### src/rtl/i2cb_pkg.sv
// Package: shared encodings for the I2C bit engine.
// Assumes nothing; holds the command code and sequencer state types.
package i2cb_pkg;

    typedef enum logic [1:0] {
        OP_START = 2'd0,
        OP_WRITE = 2'd1,
        OP_READ  = 2'd2,
        OP_STOP  = 2'd3
    } i2cb_op_e;

    typedef enum logic [4:0] {
        S_IDLE,
        S_HIWAIT,
        S_ST_CHK,
        S_ST_SDA,
        S_ST_SCL,
        S_ST_END,
        S_WB_SET,
        S_WB_RISE,
        S_WB_HIGH,
        S_WB_HOLD,
        S_WB_TAIL,
        S_RB_RISE,
        S_RB_HIGH,
        S_RB_GAP,
        S_RA_SET,
        S_RA_RISE,
        S_RA_HIGH,
        S_RA_DROP,
        S_RA_TAIL,
        S_SP_SDA,
        S_SP_REL,
        S_SP_FREE,
        S_SP_POLL
    } i2cb_st_e;

endpackage

### src/rtl/i2cb_sync.sv
// Module: i2cb_sync
// Two-flop synchronizer for each of W asynchronous line inputs.
// Assumes idle lines read high, so both stages reset to 1.
module i2cb_sync #(
    parameter int W = 2
) (
    input  logic         clk,
    input  logic         rst_n,
    input  logic [W-1:0] d,
    output logic [W-1:0] q
);
    genvar g;
    for (g = 0; g < W; g++) begin : g_line
        logic stage1;
        logic stage2;
        // Two-stage capture of one line.
        always_ff @(posedge clk) begin
            if (!rst_n) begin
                stage1 <= 1'b1;
                stage2 <= 1'b1;
            end else begin
                stage1 <= d[g];
                stage2 <= stage1;
            end
        end
        assign q[g] = stage2;
    end
endmodule

### src/rtl/i2cb_qtimer.sv
// Module: i2cb_qtimer
// Counts one or two quarter periods while run is high and pulses tick in
// the last cycle of the span, then restarts. Dropping run clears the count.
// Assumes qlen >= 1.
module i2cb_qtimer #(
    parameter int QW = 12
) (
    input  logic          clk,
    input  logic          rst_n,
    input  logic          run,
    input  logic          span2,
    input  logic [QW-1:0] qlen,
    output logic          tick
);
    localparam int CW = QW + 1;

    logic [CW-1:0] cnt;
    logic [CW-1:0] end_val;

    // Final count of the current span.
    always_comb begin
        if (span2) end_val = {qlen, 1'b0} - CW'(1);
        else       end_val = {1'b0, qlen} - CW'(1);
    end

    assign tick = run && (cnt == end_val);

    // Cycle counter, cleared when idle or at the end of a span.
    always_ff @(posedge clk) begin
        if (!rst_n)            cnt <= '0;
        else if (!run || tick) cnt <= '0;
        else                   cnt <= cnt + CW'(1);
    end
endmodule

### src/rtl/i2cb_seq.sv
// Module: i2cb_seq
// Command sequencer: steps through START, byte write, byte read and STOP
// one quarter period at a time, with clock-stretch polling and START retry.
// Assumes synchronized line inputs and a quarter of at least 4 cycles.
module i2cb_seq
    import i2cb_pkg::*;
#(
    parameter int QW           = 12,
    parameter int TW           = 12,
    parameter int START_TRIES  = 4
) (
    input  logic          clk,
    input  logic          rst_n,
    input  logic          cmd_valid,
    input  logic [1:0]    cmd_op,
    input  logic [7:0]    wr_byte,
    input  logic          rd_last,
    input  logic [QW-1:0] quarter_cnt,
    input  logic [TW-1:0] stretch_limit,
    input  logic          scl_s,
    input  logic          sda_s,
    input  logic          tick,
    output logic          cmd_ready,
    output logic          rsp_valid,
    output logic          rsp_ok,
    output logic          rsp_ack,
    output logic [7:0]    rd_byte,
    output logic          t_run,
    output logic          t_span2,
    output logic [QW-1:0] q_len,
    output logic          scl_oe,
    output logic          sda_oe
);
    localparam int RW = (START_TRIES > 1) ? $clog2(START_TRIES) : 1;
    localparam logic [RW-1:0] TRY_LAST = RW'(START_TRIES - 1);

    i2cb_st_e      state;
    i2cb_st_e      ret;
    logic [TW-1:0] lim;
    logic [TW-1:0] polls;
    logic [RW-1:0] tries;
    logic [3:0]    bitn;
    logic [7:0]    sh;
    logic          last_q;
    logic          ack_q;
    logic [1:0]    sp_polls;

    assign cmd_ready = (state == S_IDLE);

    // Which states spend time, and which span two quarters.
    always_comb begin
        unique case (state)
            S_HIWAIT, S_ST_CHK, S_ST_SCL, S_ST_END, S_WB_SET, S_WB_RISE,
            S_WB_HOLD, S_WB_TAIL, S_RB_GAP, S_RA_SET, S_RA_RISE, S_RA_DROP,
            S_RA_TAIL, S_SP_SDA, S_SP_REL, S_SP_POLL: t_run = 1'b1;
            default:                                  t_run = 1'b0;
        endcase
        t_span2 = (state == S_WB_HOLD) || (state == S_WB_TAIL) || (state == S_RB_GAP);
    end

    // Main sequencer: line enables, byte shifting and response.
    always_ff @(posedge clk) begin
        if (!rst_n) begin
            state     <= S_IDLE;
            ret       <= S_IDLE;
            q_len     <= QW'(4);
            lim       <= '0;
            polls     <= '0;
            tries     <= '0;
            bitn      <= '0;
            sh        <= '0;
            last_q    <= 1'b0;
            ack_q     <= 1'b0;
            sp_polls  <= '0;
            scl_oe    <= 1'b0;
            sda_oe    <= 1'b0;
            rsp_valid <= 1'b0;
            rsp_ok    <= 1'b0;
            rsp_ack   <= 1'b0;
            rd_byte   <= '0;
        end else begin
            rsp_valid <= 1'b0;
            unique case (state)
                S_IDLE: begin
                    if (cmd_valid) begin
                        q_len   <= quarter_cnt;
                        lim     <= stretch_limit;
                        sh      <= wr_byte;
                        last_q  <= rd_last;
                        bitn    <= '0;
                        tries   <= '0;
                        ack_q   <= 1'b0;
                        rsp_ack <= 1'b0;
                        unique case (i2cb_op_e'(cmd_op))
                            OP_START: begin
                                scl_oe <= 1'b0;
                                sda_oe <= 1'b0;
                                state  <= S_ST_CHK;
                            end
                            OP_WRITE: state <= S_WB_SET;
                            OP_READ: begin
                                sda_oe <= 1'b0;
                                state  <= S_RB_RISE;
                            end
                            default: begin
                                scl_oe <= 1'b1;
                                state  <= S_SP_SDA;
                            end
                        endcase
                    end
                end
                // Clock release: poll once per quarter until it reads high.
                S_HIWAIT: begin
                    if (tick) begin
                        if (scl_s) begin
                            state <= ret;
                        end else if (polls == lim) begin
                            rsp_valid <= 1'b1;
                            rsp_ok    <= 1'b0;
                            state     <= S_IDLE;
                        end else begin
                            polls <= polls + TW'(1);
                        end
                    end
                end
                // START: data must read high before the condition is made.
                S_ST_CHK: begin
                    if (tick) begin
                        if (sda_s) begin
                            polls <= '0;
                            ret   <= S_ST_SDA;
                            state <= S_HIWAIT;
                        end else if (tries == TRY_LAST) begin
                            rsp_valid <= 1'b1;
                            rsp_ok    <= 1'b0;
                            state     <= S_IDLE;
                        end else begin
                            tries <= tries + RW'(1);
                        end
                    end
                end
                S_ST_SDA: begin
                    sda_oe <= 1'b1;
                    state  <= S_ST_SCL;
                end
                S_ST_SCL: begin
                    if (tick) begin
                        scl_oe <= 1'b1;
                        state  <= S_ST_END;
                    end
                end
                S_ST_END: begin
                    if (tick) begin
                        rsp_valid <= 1'b1;
                        rsp_ok    <= 1'b1;
                        state     <= S_IDLE;
                    end
                end
                // Byte write: eight data bits, then the acknowledge slot.
                S_WB_SET: begin
                    if (tick) begin
                        sda_oe <= (bitn == 4'd8) ? 1'b0 : ~sh[7];
                        state  <= S_WB_RISE;
                    end
                end
                S_WB_RISE: begin
                    if (tick) begin
                        scl_oe <= 1'b0;
                        polls  <= '0;
                        ret    <= S_WB_HIGH;
                        state  <= S_HIWAIT;
                    end
                end
                S_WB_HIGH: begin
                    if (bitn == 4'd8) begin
                        ack_q <= ~sda_s;
                        state <= S_WB_HOLD;
                    end else begin
                        scl_oe <= 1'b1;
                        sh     <= {sh[6:0], 1'b0};
                        bitn   <= bitn + 4'd1;
                        state  <= S_WB_SET;
                    end
                end
                S_WB_HOLD: begin
                    if (tick) begin
                        scl_oe <= 1'b1;
                        state  <= S_WB_TAIL;
                    end
                end
                S_WB_TAIL: begin
                    if (tick) begin
                        rsp_valid <= 1'b1;
                        rsp_ok    <= 1'b1;
                        rsp_ack   <= ack_q;
                        state     <= S_IDLE;
                    end
                end
                // Byte read: eight sampled bits, then the master answer.
                S_RB_RISE: begin
                    scl_oe <= 1'b0;
                    polls  <= '0;
                    ret    <= S_RB_HIGH;
                    state  <= S_HIWAIT;
                end
                S_RB_HIGH: begin
                    sh     <= {sh[6:0], sda_s};
                    scl_oe <= 1'b1;
                    state  <= S_RB_GAP;
                end
                S_RB_GAP: begin
                    if (tick) begin
                        if (bitn == 4'd7) begin
                            state <= S_RA_SET;
                        end else begin
                            bitn  <= bitn + 4'd1;
                            state <= S_RB_RISE;
                        end
                    end
                end
                S_RA_SET: begin
                    if (tick) begin
                        sda_oe <= ~last_q;
                        state  <= S_RA_RISE;
                    end
                end
                S_RA_RISE: begin
                    if (tick) begin
                        scl_oe <= 1'b0;
                        polls  <= '0;
                        ret    <= S_RA_HIGH;
                        state  <= S_HIWAIT;
                    end
                end
                S_RA_HIGH: begin
                    scl_oe <= 1'b1;
                    state  <= S_RA_DROP;
                end
                S_RA_DROP: begin
                    if (tick) begin
                        sda_oe <= 1'b0;
                        state  <= S_RA_TAIL;
                    end
                end
                S_RA_TAIL: begin
                    if (tick) begin
                        rd_byte   <= sh;
                        rsp_valid <= 1'b1;
                        rsp_ok    <= 1'b1;
                        state     <= S_IDLE;
                    end
                end
                // STOP: data low under low clock, clock up, then data up.
                S_SP_SDA: begin
                    if (tick) begin
                        sda_oe <= 1'b1;
                        state  <= S_SP_REL;
                    end
                end
                S_SP_REL: begin
                    if (tick) begin
                        scl_oe <= 1'b0;
                        polls  <= '0;
                        ret    <= S_SP_FREE;
                        state  <= S_HIWAIT;
                    end
                end
                S_SP_FREE: begin
                    sda_oe   <= 1'b0;
                    sp_polls <= '0;
                    state    <= S_SP_POLL;
                end
                S_SP_POLL: begin
                    if (tick) begin
                        if (sda_s) begin
                            rsp_valid <= 1'b1;
                            rsp_ok    <= 1'b1;
                            state     <= S_IDLE;
                        end else if (sp_polls == 2'd2) begin
                            rsp_valid <= 1'b1;
                            rsp_ok    <= 1'b0;
                            state     <= S_IDLE;
                        end else begin
                            sp_polls <= sp_polls + 2'd1;
                        end
                    end
                end
                default: state <= S_IDLE;
            endcase
        end
    end
endmodule

### src/rtl/i2cb_engine.sv
// Module: i2cb_engine (top)
// I2C master bit engine: synchronizes the two bus lines, times every step
// in quarter periods and sequences one command at a time.
// Assumes quarter_cnt >= 4 and cmd_valid only raised while cmd_ready is 1.
module i2cb_engine #(
    parameter int QW          = 12,
    parameter int TW          = 12,
    parameter int START_TRIES = 4
) (
    input  logic          clk,
    input  logic          rst_n,
    input  logic [QW-1:0] quarter_cnt,
    input  logic [TW-1:0] stretch_limit,
    input  logic          cmd_valid,
    output logic          cmd_ready,
    input  logic [1:0]    cmd_op,
    input  logic [7:0]    wr_byte,
    input  logic          rd_last,
    output logic          rsp_valid,
    output logic          rsp_ok,
    output logic          rsp_ack,
    output logic [7:0]    rd_byte,
    input  logic          scl_in,
    input  logic          sda_in,
    output logic          scl_oe,
    output logic          sda_oe
);
    logic [1:0]    lines_s;
    logic          tick;
    logic          t_run;
    logic          t_span2;
    logic [QW-1:0] q_len;

    i2cb_sync #(.W(2)) u_sync (
        .clk   (clk),
        .rst_n (rst_n),
        .d     ({sda_in, scl_in}),
        .q     (lines_s)
    );

    i2cb_qtimer #(.QW(QW)) u_timer (
        .clk   (clk),
        .rst_n (rst_n),
        .run   (t_run),
        .span2 (t_span2),
        .qlen  (q_len),
        .tick  (tick)
    );

    i2cb_seq #(.QW(QW), .TW(TW), .START_TRIES(START_TRIES)) u_seq (
        .clk           (clk),
        .rst_n         (rst_n),
        .cmd_valid     (cmd_valid),
        .cmd_op        (cmd_op),
        .wr_byte       (wr_byte),
        .rd_last       (rd_last),
        .quarter_cnt   (quarter_cnt),
        .stretch_limit (stretch_limit),
        .scl_s         (lines_s[0]),
        .sda_s         (lines_s[1]),
        .tick          (tick),
        .cmd_ready     (cmd_ready),
        .rsp_valid     (rsp_valid),
        .rsp_ok        (rsp_ok),
        .rsp_ack       (rsp_ack),
        .rd_byte       (rd_byte),
        .t_run         (t_run),
        .t_span2       (t_span2),
        .q_len         (q_len),
        .scl_oe        (scl_oe),
        .sda_oe        (sda_oe)
    );
endmodule

### config.mk
export PLATFORM = sky130hd
export DESIGN_NAME = i2cb_engine
export DESIGN_NICKNAME = d
export VERILOG_FILES = /design/src/rtl/i2cb_pkg.sv /design/src/rtl/i2cb_sync.sv /design/src/rtl/i2cb_qtimer.sv /design/src/rtl/i2cb_seq.sv /design/src/rtl/i2cb_engine.sv
export SDC_FILE = /design/constraint.sdc
export NUM_CORES = 1
export LEC_CHECK = 0
export ABC_CLOCK_PERIOD_IN_PS = 9800
export BUFFER_PORTS_ARGS = -buffer_cell sky130_fd_sc_hd__buf_2
export CAP_MARGIN = 20
export CORE_ASPECT_RATIO = 0.8
export CORE_MARGIN = 8
export CORE_UTILIZATION = 30
export DETAILED_ROUTE_END_ITERATION = 6
export GPL_TIMING_DRIVEN = 0
export PLACE_DENSITY_LB_ADDON = 0.1
export SLEW_MARGIN = 0
export SYNTH_ARGS = -nofsm -noshare
export SYNTH_HDL_FRONTEND = slang
export SYNTH_SLANG_ARGS = --single-unit
### constraint.sdc
create_clock -name clk -period 9.8 [get_ports clk]
set_clock_uncertainty 0.15 [all_clocks]
set_input_delay 0.98 -clock clk [delete_from_list [all_inputs] [get_ports clk]]
set_output_delay 0.98 -clock clk [all_outputs]
set_load 0.02 [all_outputs]
==> results.md <==
- Worst Path Buf+Inv: 3
- Leak: 2.448 nW
- Xor/xnor share of the synthesized area: 7.168%
- Ys Warns: 0
- Worst hold path class: reg -> reg
- Port Buffer Count: 53
- Via-to-Cell Ratio: ~5.3
- Buffer count from post-CTS setup fixing: 0
- Initial antenna violation count: 0
- Core ar.: 18920 um2
- Mapped cell area: 5778 um2
- Post-layout min period: roughly 5.3 ns
- Post-synth top flop: dfxtp_1
- Die span in x: 171.2 um
- Post-synth cell types: 75
- Clock root buffer: clkbuf_16
- CTS Sinks: 95
- Mux contribution to synthesized area: between 3 and 4%
- Row cnt: 45
- Crit-path max FO: 10
- DP HPWL: around 14000 um
- CP cell instances: clkbuf_1 -> nor2b_1 -> o21ai_2 -> clkbuf_1 -> a21oi_1 -> nor4b_1 -> o2111ai_1 -> a2111oi_2 -> a21oi_2 -> a2111oi_0 -> a21oi_1 -> and2_1 -> inv_1 -> ha_1 -> nand2_1 -> a21boi_0 -> a211oi_1 -> a211oi_1
- Final setup viols: 0
- Detailed Route WL: 18760 um
- WS Path Type: reg -> reg
- Drt drc: 0
- Fin. Hold Viols: 0
- NumNets Final: 860
- Clock transition at path regs: 0.07 ns
- Synth top area share: 32.91%
- RSZ-0062 raised after global routing: no
- Number of synthesized flops with an enable pin: 0
- Status: completed
- Maximum vdd drop: 0.09360 mV
- Largest cells by area after synthesis: dfxtp_1 (33%), nand2_1 (6.4%), a21oi_1 (5.4%), nor2_1 (5.3%), xor2_1 (3.9%)
- Post-CTS sizing: 0
- Most frequent cell after synthesis: nand2_1
- Sequential share of the synthesized area: between 30% and 40%
- Antenna viol nets, final: 0
- Avg Cell Area, Syn: approximately 7.8 um2
- Drt pass-1 iters: 7
- Setup crit end kind: register
- CP Data Required Time: 9.89 ns
- Largest net degree at the start of global routing: 16
- First-pass GRT wire length: 29600 um
- Slew HR: 45.27%
- Die area: 23980 um2
- Max Clock Freq: ~0.19 GHz
- Reg power frac: 29.3%
- Pwr dens: between 200 and 300 nW/um2
- Fillers: roughly 2.1k
- Tightest Pin Transition: 0.8147 ns
- Syn Inst Count: roughly 740
- #FFs+latches synth: 95
- Sw frac: a little under half
- Fraction of registers with async set or reset after synthesis: 0%
- GPL Wtd Cong: 0.9081
- Clock latency reported for the late side of the worst-skew pair: between 0.3 and 0.4 ns
- Hold buffers post-CTS: 0
- Comb pwr share: 51.5%
- Final Cycle Share: 54.41%
- Synth top cells by count: nand2_1 (98), dfxtp_1 (95), nor2_1 (82)
- Setup slack after layout: 4.468 ns
- Syn nets: 796
- Crit start category: register
- CTS tree: done
- Final Power: 0.001769 W
- Final Max Slew Viols: 0
- Int Pwr: around 0.00095 W
- Clock power share: 19.2%
- Via Count: 5642
- Synth area leader: dfxtp_1
- H-tree levels: 3
- Initial core utilization: 30.54%
- MaxCap Viol Count: 0
- Design area: around 6600 um2
- GRT overflow: 0
- Critical Path AT: roughly 5.4 ns
- Slowest stage delay, CP: 0.69 ns
- Clock buffer count from CTS: 9
- I/O pin count: 54
- DRT iter0 DRCs: 416
- Post-synthesis simple-gate area fraction: 26.38%
- Place WS: around 4.6 ns
- Number of global-route vias before repair: 5440
- Largest family of logic cells by synthesized area: simple AND/OR/NAND/NOR gates
- Compound-Gate Fraction of Synth Area: 22.20%
- WL per Instance: 17.54 um
- Fin Setup TNS: 0 ns
- Max clock buf depth: 2
- ANT cells: 0
- Layout cells sized above 1: between 10 and 15%
- Die height: 140.1 um
- Syn-to-layout area delta: 14.96%
- Adder-cell share of the synthesized area: 3.032%
- Delay-heaviest family, CP: compound AO/OA/AOI/OAI gates
- Critical path's slowest cell: a2111oi_2
- P_sw: 0.0008141 W
- Placed cell area: 6366 um2
- Gr usage total: 15.58%
## state kept, by name, indices dropped and copies added, names as in the netlist, 2 cells and up
signal                cells
u_seq.bitn                4
u_seq.lim                12
u_seq.polls              12
u_seq.q_len              12
u_seq.rd_byte             8
u_seq.ret                 5
u_seq.sh                  8
u_seq.sp_polls            2
u_seq.state               5
u_seq.tries               2
u_sync.g_line.stage1      2
u_sync.g_line.stage2      2
u_timer.cnt              13
## area by class of cell
class / instances / area, um2 / share of cell area, %
multi-input cells: 577 / 3596 / 54.13
inverters: 25 / 93.84 / 1.413
plain buffers: 45 / 186.4 / 2.807
repair buffers: 53 / 265.3 / 3.993
clock inverters: 3 / 26.28 / 0.3956
clock buffers: 13 / 250.2 / 3.767
flip-flops and latches: 95 / 1902 / 28.63
well taps: 258 / 322.8 / 4.860
## routing by layer
layer	GRT usage (%)	share of wire [%]	up-vias
li1	-	-	2792
met1	22.65	51	2640
met2	22.12	41	183
met3	3.398	6.3	27
met4	5.208	2.0	0
met5	0	0	-
## placed cells by master, fill, tap and decap left out, types with 4 or more instances in the layout
| cell type | count |
|---|---|
| nand3_1 | 30 |
| o21ai_0 | 32 |
| mux2i_1 | 20 |
| or2_2 | 6 |
| nand2b_1 | 11 |
| buf_1 | 5 |
| nand2_1 | 98 |
| and2_1 | 4 |
| dfxtp_1 | 95 |
| nand4_1 | 7 |
| xnor2_1 | 16 |
| nor4_1 | 11 |
| o21a_1 | 5 |
| o22ai_1 | 7 |
| a32oi_1 | 4 |
| o31ai_1 | 12 |
| nand4b_1 | 4 |
| a21oi_1 | 62 |
| nor2b_1 | 6 |
| and3_1 | 8 |
| xor2_1 | 26 |
| buf_2 | 58 |
| a211oi_1 | 4 |
| o2bb2ai_1 | 5 |
| a311oi_1 | 11 |
| o2111ai_1 | 4 |
| nor3_1 | 16 |
| or4_1 | 7 |
| nor4b_1 | 4 |
| clkbuf_16 | 9 |
| clkbuf_1 | 36 |
| ha_1 | 14 |
| nor2_1 | 82 |
| nor3b_1 | 4 |
| inv_1 | 22 |
## power by group through the flow
stage	sequential, W	combinational (W)	clock (W)
finish	0.000518	0.000910	0.000340
global placement	0.000525	0.000882	0
CTS	0.000517	0.000900	0.000352
detailed placement	0.000526	0.000894	0
global route	0.000528	0.00100	0.000370
floorplan	0.000507	0.000660	0
## path summary, 6_finish.rpt
check | slack [ns] | endpoint | cells past startpoint | startpoint
min | 0.26 | u_sync.g_line[1].stage2$_SDFF_PN1_ | 1 | u_sync.g_line[1].stage1$_SDFF_PN1_
max reg2reg | 4.47 | u_seq.t_run$_DFF_P_ | 18 | u_seq.state[1]$_SDFFE_PN0N_
min reg2reg | 0.26 | u_sync.g_line[1].stage2$_SDFF_PN1_ | 1 | u_sync.g_line[1].stage1$_SDFF_PN1_
max | 4.47 | u_seq.t_run$_DFF_P_ | 18 | u_seq.state[1]$_SDFFE_PN0N_
## logic make-up after synthesis
| logic type | Yosys count |
|---|---|
| buffers and inverters | 70 |
| flip-flops | 95 |
| adder cells (fa/ha/maj) | 14 |
| AO/OA/AOI/OAI | 186 |
| XOR/XNOR | 44 |
| multiplexers | 20 |
| AND/OR/NAND/NOR | 313 |
## worst reg2reg max path, delay by kind of cell, from the launching register on
family,cells,cell delay (ns)
compound gates,10,2.84
buf+inv,3,0.91
simple gates,4,0.86
flops,1,0.34
fa+ha+maj,1,0.14
## stage by stage
stage | cells | hold WS (ns) | utilization [%]
6_report | 1069 | 0.2644 | 35.11
5_1_grt | 1069 | 0.2818 | 35.11
4_1_cts | 1069 | 0.2696 | 35.11
3_5_place_dp | 1053 | 0.2531 | 33.65
3_3_place_gp | 1053 | 0.2512 | 33.65
2_1_floorplan | 742 | 0.2363 | -
(Power assumes the default switching activity.)
